File: src/rtl/pio_pkg.sv
package pio_pkg;

  localparam int NUM_REGS   = 5;
  localparam int REG_STRIDE = 4;   // word slots per control word
  localparam int WORD_LEVEL = 20;  // byte offset 0x50
  localparam int WORD_STAT  = 21;  // byte offset 0x54

  typedef enum logic [2:0] {
    RD_NONE, RD_OWN, RD_OE, RD_DOUT, RD_FILT, RD_IEN, RD_LEVEL, RD_STAT
  } rdSel_e;

  typedef struct packed {
    logic [NUM_REGS-1:0] setEn;
    logic [NUM_REGS-1:0] clrEn;
    logic                statRdClr;
    rdSel_e              rdSel;
  } pioStrobe_t;

endpackage

File: src/rtl/pio_regctl.sv
module pio_regctl
  import pio_pkg::*;
#(
  parameter int ADDR_W = 8
) (
  input  logic              apbSel,
  input  logic              apbEnable,
  input  logic              apbWrite,
  input  logic [ADDR_W-1:0] apbAddr,
  output pioStrobe_t        strobes
);

  localparam int WIDX = ADDR_W - 2;

  logic [WIDX-1:0] wordIdx;
  logic            aligned;
  logic            wrHit;
  logic            rdHit;

  assign wordIdx = apbAddr[ADDR_W-1:2];
  assign aligned = (apbAddr[1:0] == 2'b00);
  assign wrHit   = apbSel & apbEnable & apbWrite & aligned;
  assign rdHit   = apbSel & apbEnable & ~apbWrite & aligned;

  always_comb begin
    strobes       = '0;
    strobes.rdSel = RD_NONE;
    if (wrHit) begin
      for (int k = 0; k < NUM_REGS; k++) begin
        if (wordIdx == WIDX'(REG_STRIDE * k))     strobes.setEn[k] = 1'b1;
        if (wordIdx == WIDX'(REG_STRIDE * k + 1)) strobes.clrEn[k] = 1'b1;
      end
    end
    if (rdHit) begin
      for (int k = 0; k < NUM_REGS; k++) begin
        if (wordIdx == WIDX'(REG_STRIDE * k + 2)) strobes.rdSel = rdSel_e'(3'(k + 1));
      end
      if (wordIdx == WIDX'(WORD_LEVEL)) strobes.rdSel = RD_LEVEL;
      if (wordIdx == WIDX'(WORD_STAT)) begin
        strobes.rdSel     = RD_STAT;
        strobes.statRdClr = 1'b1;
      end
    end
  end

endmodule

File: src/rtl/pio_pincond.sv
module pio_pincond (
  input  logic clk,
  input  logic rstN,
  input  logic padIn,
  input  logic filtEn,
  output logic condOut
);

  logic syncQ1, syncQ2, syncQ3, filtQ;

  always_ff @(posedge clk or negedge rstN) begin
    if (!rstN) begin
      syncQ1 <= 1'b0;
      syncQ2 <= 1'b0;
      syncQ3 <= 1'b0;
      filtQ  <= 1'b0;
    end else begin
      syncQ1 <= padIn;
      syncQ2 <= syncQ1;
      syncQ3 <= syncQ2;
      if (syncQ2 == syncQ3) filtQ <= syncQ2;
    end
  end

  assign condOut = filtEn ? filtQ : syncQ2;

  // a filtered level only moves to a value the sample chain has settled on
  AST_FILTER_AGREE: assert property (@(posedge clk) disable iff (!rstN)
    !$stable(filtQ) |-> (syncQ3 == filtQ));

endmodule

File: src/rtl/pio_datapath.sv
module pio_datapath
  import pio_pkg::*;
#(
  parameter int NPIN   = 32,
  parameter int DATA_W = 32
) (
  input  logic              clk,
  input  logic              rstN,
  input  pioStrobe_t        strobes,
  input  logic [DATA_W-1:0] wdata,
  output logic [DATA_W-1:0] rdata,
  input  logic [NPIN-1:0]   perOut,
  input  logic [NPIN-1:0]   perOe,
  output logic [NPIN-1:0]   perIn,
  input  logic [NPIN-1:0]   padIn,
  output logic [NPIN-1:0]   padOut,
  output logic [NPIN-1:0]   padOe,
  output logic              irq
);

  localparam int IDX_OWN  = 0;
  localparam int IDX_OE   = 1;
  localparam int IDX_DOUT = 2;
  localparam int IDX_FILT = 3;
  localparam int IDX_IEN  = 4;

  logic [NUM_REGS-1:0][NPIN-1:0] regQ;
  logic [NPIN-1:0] wBits;
  logic [NPIN-1:0] condIn, prevCond, changeHit, statusQ;
  logic [NPIN-1:0] ownQ, oeQ, doutQ, filtQ, ienQ;

  assign wBits = wdata[NPIN-1:0];
  assign ownQ  = regQ[IDX_OWN];
  assign oeQ   = regQ[IDX_OE];
  assign doutQ = regQ[IDX_DOUT];
  assign filtQ = regQ[IDX_FILT];
  assign ienQ  = regQ[IDX_IEN];

  // set/clear register file
  always_ff @(posedge clk or negedge rstN) begin
    if (!rstN) begin
      regQ <= '0;
    end else begin
      for (int k = 0; k < NUM_REGS; k++) begin
        if (strobes.setEn[k])      regQ[k] <= regQ[k] | wBits;
        else if (strobes.clrEn[k]) regQ[k] <= regQ[k] & ~wBits;
      end
    end
  end

  // ownership multiplexing
  assign padOut = (ownQ & doutQ) | (~ownQ & perOut);
  assign padOe  = (ownQ & oeQ)   | (~ownQ & perOe);

  // per-pin input conditioning
  for (genvar i = 0; i < NPIN; i++) begin : g_pin
    pio_pincond u_cond (
      .clk     (clk),
      .rstN    (rstN),
      .padIn   (padIn[i]),
      .filtEn  (filtQ[i]),
      .condOut (condIn[i])
    );
  end
  assign perIn = condIn;

  // change detection and sticky status
  assign changeHit = condIn ^ prevCond;

  always_ff @(posedge clk or negedge rstN) begin
    if (!rstN) begin
      prevCond <= '0;
      statusQ  <= '0;
    end else begin
      prevCond <= condIn;
      statusQ  <= (strobes.statRdClr ? '0 : statusQ) | changeHit;
    end
  end

  assign irq = |(statusQ & ienQ);

  // read mux
  always_comb begin
    unique case (strobes.rdSel)
      RD_OWN:   rdata = DATA_W'(ownQ);
      RD_OE:    rdata = DATA_W'(oeQ);
      RD_DOUT:  rdata = DATA_W'(doutQ);
      RD_FILT:  rdata = DATA_W'(filtQ);
      RD_IEN:   rdata = DATA_W'(ienQ);
      RD_LEVEL: rdata = DATA_W'(condIn);
      RD_STAT:  rdata = DATA_W'(statusQ);
      default:  rdata = '0;
    endcase
  end

  for (genvar k = 0; k < NUM_REGS; k++) begin : g_chk
    AST_SET_KEEPS: assert property (@(posedge clk) disable iff (!rstN)
      strobes.setEn[k] |=> (regQ[k] == ($past(regQ[k]) | $past(wBits))));
    AST_CLR_KEEPS: assert property (@(posedge clk) disable iff (!rstN)
      strobes.clrEn[k] |=> (regQ[k] == ($past(regQ[k]) & ~$past(wBits))));
  end

  AST_NO_STRAY_WRITE: assert property (@(posedge clk) disable iff (!rstN)
    (strobes.setEn == '0 && strobes.clrEn == '0) |=> $stable(regQ));

  AST_STATUS_STICKY: assert property (@(posedge clk) disable iff (!rstN)
    !strobes.statRdClr |=> ((statusQ & $past(statusQ)) == $past(statusQ)));

  AST_IRQ_NEEDS_ENABLE: assert property (@(posedge clk) disable iff (!rstN)
    irq |-> (ienQ != '0 && statusQ != '0));

endmodule

File: src/rtl/pio_bank.sv
module pio_bank
  import pio_pkg::*;
#(
  parameter int NPIN   = 32,
  parameter int ADDR_W = 8,
  parameter int DATA_W = 32
) (
  input  logic              clk,
  input  logic              rstN,
  input  logic              apbSel,
  input  logic              apbEnable,
  input  logic              apbWrite,
  input  logic [ADDR_W-1:0] apbAddr,
  input  logic [DATA_W-1:0] apbWdata,
  output logic [DATA_W-1:0] apbRdata,
  input  logic [NPIN-1:0]   perOut,
  input  logic [NPIN-1:0]   perOe,
  output logic [NPIN-1:0]   perIn,
  input  logic [NPIN-1:0]   padIn,
  output logic [NPIN-1:0]   padOut,
  output logic [NPIN-1:0]   padOe,
  output logic              irq
);

  pioStrobe_t strobes;

  pio_regctl #(.ADDR_W(ADDR_W)) u_ctl (
    .apbSel    (apbSel),
    .apbEnable (apbEnable),
    .apbWrite  (apbWrite),
    .apbAddr   (apbAddr),
    .strobes   (strobes)
  );

  pio_datapath #(.NPIN(NPIN), .DATA_W(DATA_W)) u_dp (
    .clk     (clk),
    .rstN    (rstN),
    .strobes (strobes),
    .wdata   (apbWdata),
    .rdata   (apbRdata),
    .perOut  (perOut),
    .perOe   (perOe),
    .perIn   (perIn),
    .padIn   (padIn),
    .padOut  (padOut),
    .padOe   (padOe),
    .irq     (irq)
  );

endmodule

File: config.mk
export PLATFORM = sky130hd
export DESIGN_NAME = pio_bank
export DESIGN_NICKNAME = d
export VERILOG_FILES = /design/src/rtl/pio_pkg.sv /design/src/rtl/pio_regctl.sv /design/src/rtl/pio_pincond.sv /design/src/rtl/pio_datapath.sv /design/src/rtl/pio_bank.sv
export SDC_FILE = /design/constraint.sdc
export NUM_CORES = 1
export LEC_CHECK = 0
export BUFFER_PORTS_ARGS = -buffer_cell sky130_fd_sc_hd__buf_2
export CAP_MARGIN = 30
export CORE_UTILIZATION = 50
export DETAILED_ROUTE_END_ITERATION = 10
export PLACE_DENSITY = 0.77
export SLEW_MARGIN = 20
export SYNTH_ARGS = -nofsm -noshare
export SYNTH_HDL_FRONTEND = slang
export SYNTH_SLANG_ARGS = --single-unit
File: constraint.sdc
create_clock -name clk -period 2.6 [get_ports clk]
set_input_delay 0.39 -clock clk [delete_from_list [all_inputs] [get_ports clk]]
set_output_delay 0.39 -clock clk [all_outputs]
set_load 0.02 [all_outputs]
==> run summary <==
Die area = 0.0309 mm²
Reg2reg setup slack = 1410 ps
Max cap viols = 0
Final Wtd Congestion = 0.932
Clock sinks = 352
First-pass iteration count of the detailed router = 8
Reg2reg end = u_dp.statusQ[27]$_DFF_PN0_
Total grt overflow = 0
RSZ-0062 raised after global routing = yes
Min Tclk post-route = 2620 ps
Yosys top cell by area = dfrtp_1
Via density = 6.11
Depth of the worst hold-timing path = 1
Die H = 176 µm
Outcome = complete, but fails checks
Total CTS buffers = 36
CP top delay family = compound AO/OA/AOI/OAI gates
Later-pin clock latency in the skew report = 520 ps
R2R depth = 3
Core area = 0.0297 mm²
Final net count = 1,708
First-pass GRT wire length = 68,700 µm
Post-synthesis register bit count = 352
Failing checks = negative setup slack
Initial Util = 0.509
H-tree levels = 2
Worst Hold End = u_dp.g_pin[21].u_cond.syncQ1$_DFF_PN0_
Post-synth top flop = dfrtp_1
Mapped Cells = 1,265
Number of synthesis warnings = 0
Layout area overhead = 27.2%
Hold_sp = padIn[21]
Clock Skew = 14.8 ps
Largest stage delay on the critical path = 420 ps
Crit Path Max Fanout = 9
Fillers = 2,204
Fin. Hold Viols = 0
Worst Path Required = 2210 ps
Peak supply drop = 0.453 mV
Top post-synthesis cells by count = 352 x dfrtp_1, 136 x nand2_1, 130 x mux2_2
Syn Nets = 1,406
FMAX = 381 MHz
Arr. time, crit path = 2230 ps
Drt total wl = 45,400 µm
Count leader, synth = dfrtp_1
Seq/Total Area, Yosys = 0.583
Port Buffers = 269
Async set or reset register ratio after synthesis = 1.00
Placed Instances = 1,867
Power per standard cell area = 636 mW/mm²
Maximum number of pins on one net before global-route repair = 80
Fin crit share = 1.01
DPL Wire Length = 30,300 µm
Max Slew Vio Count = 0
FP Rows = 63
Tot Pwr = 12.2 mW
Synth area leaders = dfrtp_1 58%, mux2_2 9.7%, a31oi_1 4.3%, nand2_1 3.4%, a21oi_1 3.1%
Synthesized area = 0.0151 mm²
Clock Root Buffer = clkbuf_16
Wirelength per Cell = 22.9 µm
GR Util All Layers = 0.292
I/O pins = 270
PnR worst setup slack = -24.1 ps
Worst hold path type = input pin to flip-flop
Worst slew margin = 0.399
Post-synth EDFFs = 0
Final ANT Viol Nets = 0
Crit start category = input pin
P_leak = 8.63 nW
Vias in the first global route = 11,724
Max Buffers Root-to-Sink = 3
Non-filler cells, final = 1,985
Final setup fails = 7
CP max stage cell = or3b_4
DRT iter0 DRCs = 1,465
# DRC = 0
Worst path bufs/invs = 4
Initial antenna violation count = 1
Worst-margin pin slew = 902 ps
Vias = 12,130
Die X = 176 µm
Distinct cell type count of the synthesized netlist = 46
Fraction of layout cells with a size suffix above 1 = 0.367
Final core utilization = 0.647
Clock-pin slew on the worst setup and hold paths = 60 ps
Post-synth top area share = 0.583
Worst setup EP type = output port
Avg Inst Size Synth = 12.0 µm²
Critical-path cell list = buf_2 > or3b_4 > a2111oi_4 > buf_6 > buf_8 > a22oi_1 > o22ai_1 > a221o_1 > buf_4
Critical path depth = 9
Critical path class = input pin to output port
CTS tree = done
[cell usage in the layout, fill, tap and decap left out, types with 32 or more instances in the layout]
| master | n |
|---|---|
| a21oi_1 | 93 |
| a22o_1 | 45 |
| a22oi_1 | 60 |
| a31oi_1 | 104 |
| buf_2 | 242 |
| buf_4 | 83 |
| clkbuf_16 | 39 |
| dfrtp_1 | 352 |
| dlygate4sd3_1 | 32 |
| maj3_1 | 32 |
| mux2_2 | 130 |
| nand2_1 | 136 |
| xnor2_1 | 32 |
[layer usage]
layer | vias to the layer above | wire length, µm | track usage
met5 | - | 0 | 0
met4 | 0 | 1340 | 0.0902
met3 | 97 | 4050 | 0.0455
met2 | 682 | 21200 | 0.455
met1 | 6079 | 18800 | 0.421
li1 | 5272 | - | -
[worst reg2reg max path: cells and delay by family (launching register included)]
| kind | cells | cell delay (ps) |
|---|---|---|
| mux | 1 | 400 |
| flops | 1 | 390 |
| xor+xnor | 1 | 200 |
| simple gates | 1 | 70 |
[logic make-up after synthesis]
| family | after synthesis | share of synthesized area |
|---|---|---|
| and+or+nand+nor | 189 | 0.0576 |
| AOI/OAI and AO/OA | 382 | 0.173 |
| buffers and inverters | 140 | 0.0446 |
| xor gates and xnor gates | 32 | 0.0185 |
| DFF | 352 | 0.583 |
| adders and majority gates | 32 | 0.0212 |
| muxes | 138 | 0.102 |
[final cells by class]
cell class	count	area (µm²)	area share
clock buffers	54	1100	0.0572
repair buffers	401	2900	0.151
diodes	1	2.50	0.000130
well taps	390	488	0.0254
flip-flops and latches	352	8810	0.458
inverters	3	11.3	0.000585
clock inverters	11	138	0.00715
multi-input cells	773	5790	0.301
[per-stage QoR]
| step | area, µm² | hold slack [ps] | setup TNS, ps | setup slack, ps |
|---|---|---|---|---|
| 2_1_floorplan | 15100 | 94.4 | 0 | 10.1 |
| 3_3_place_gp | 17200 | 332 | -3680 | -207 |
| 3_5_place_dp | 17200 | 335 | -4890 | -242 |
| 4_1_cts | 18900 | 0.377 | -3.47 | -3.47 |
| 5_1_grt | 19200 | 0.698 | -684 | -60.8 |
| 6_report | 19200 | 13.4 | -98.7 | -24.1 |
[repair_timing]
item	CTS	global route
setup endpoints to repair	32	30
gates resized for setup	33	43
pin swaps	3	11
cloned	2	2
hold buffers	31	1
buffers inserted	2	15
endpoints found under the hold margin	86	1
[worst max-delay path by stage]
stage | from | end | slack [ps]
after global routing | apbAddr[7] | apbRdata[26] | -60
after global placement | apbAddr[7] | apbRdata[2] | -210
after detailed placement | apbAddr[7] | apbRdata[2] | -240
final | apbAddr[3] | apbRdata[6] | -20
after CTS | apbAddr[7] | apbRdata[6] | -3
after floorplan | apbAddr[2] | apbRdata[10] | 10
[power by group]
part	total, mW	switching [mW]	internal (mW)
sequential	5.82	0.137	5.68
clock	5.36	2.13	3.23
combinational	1.05	0.606	0.447
(Power assumes the default switching activity.)
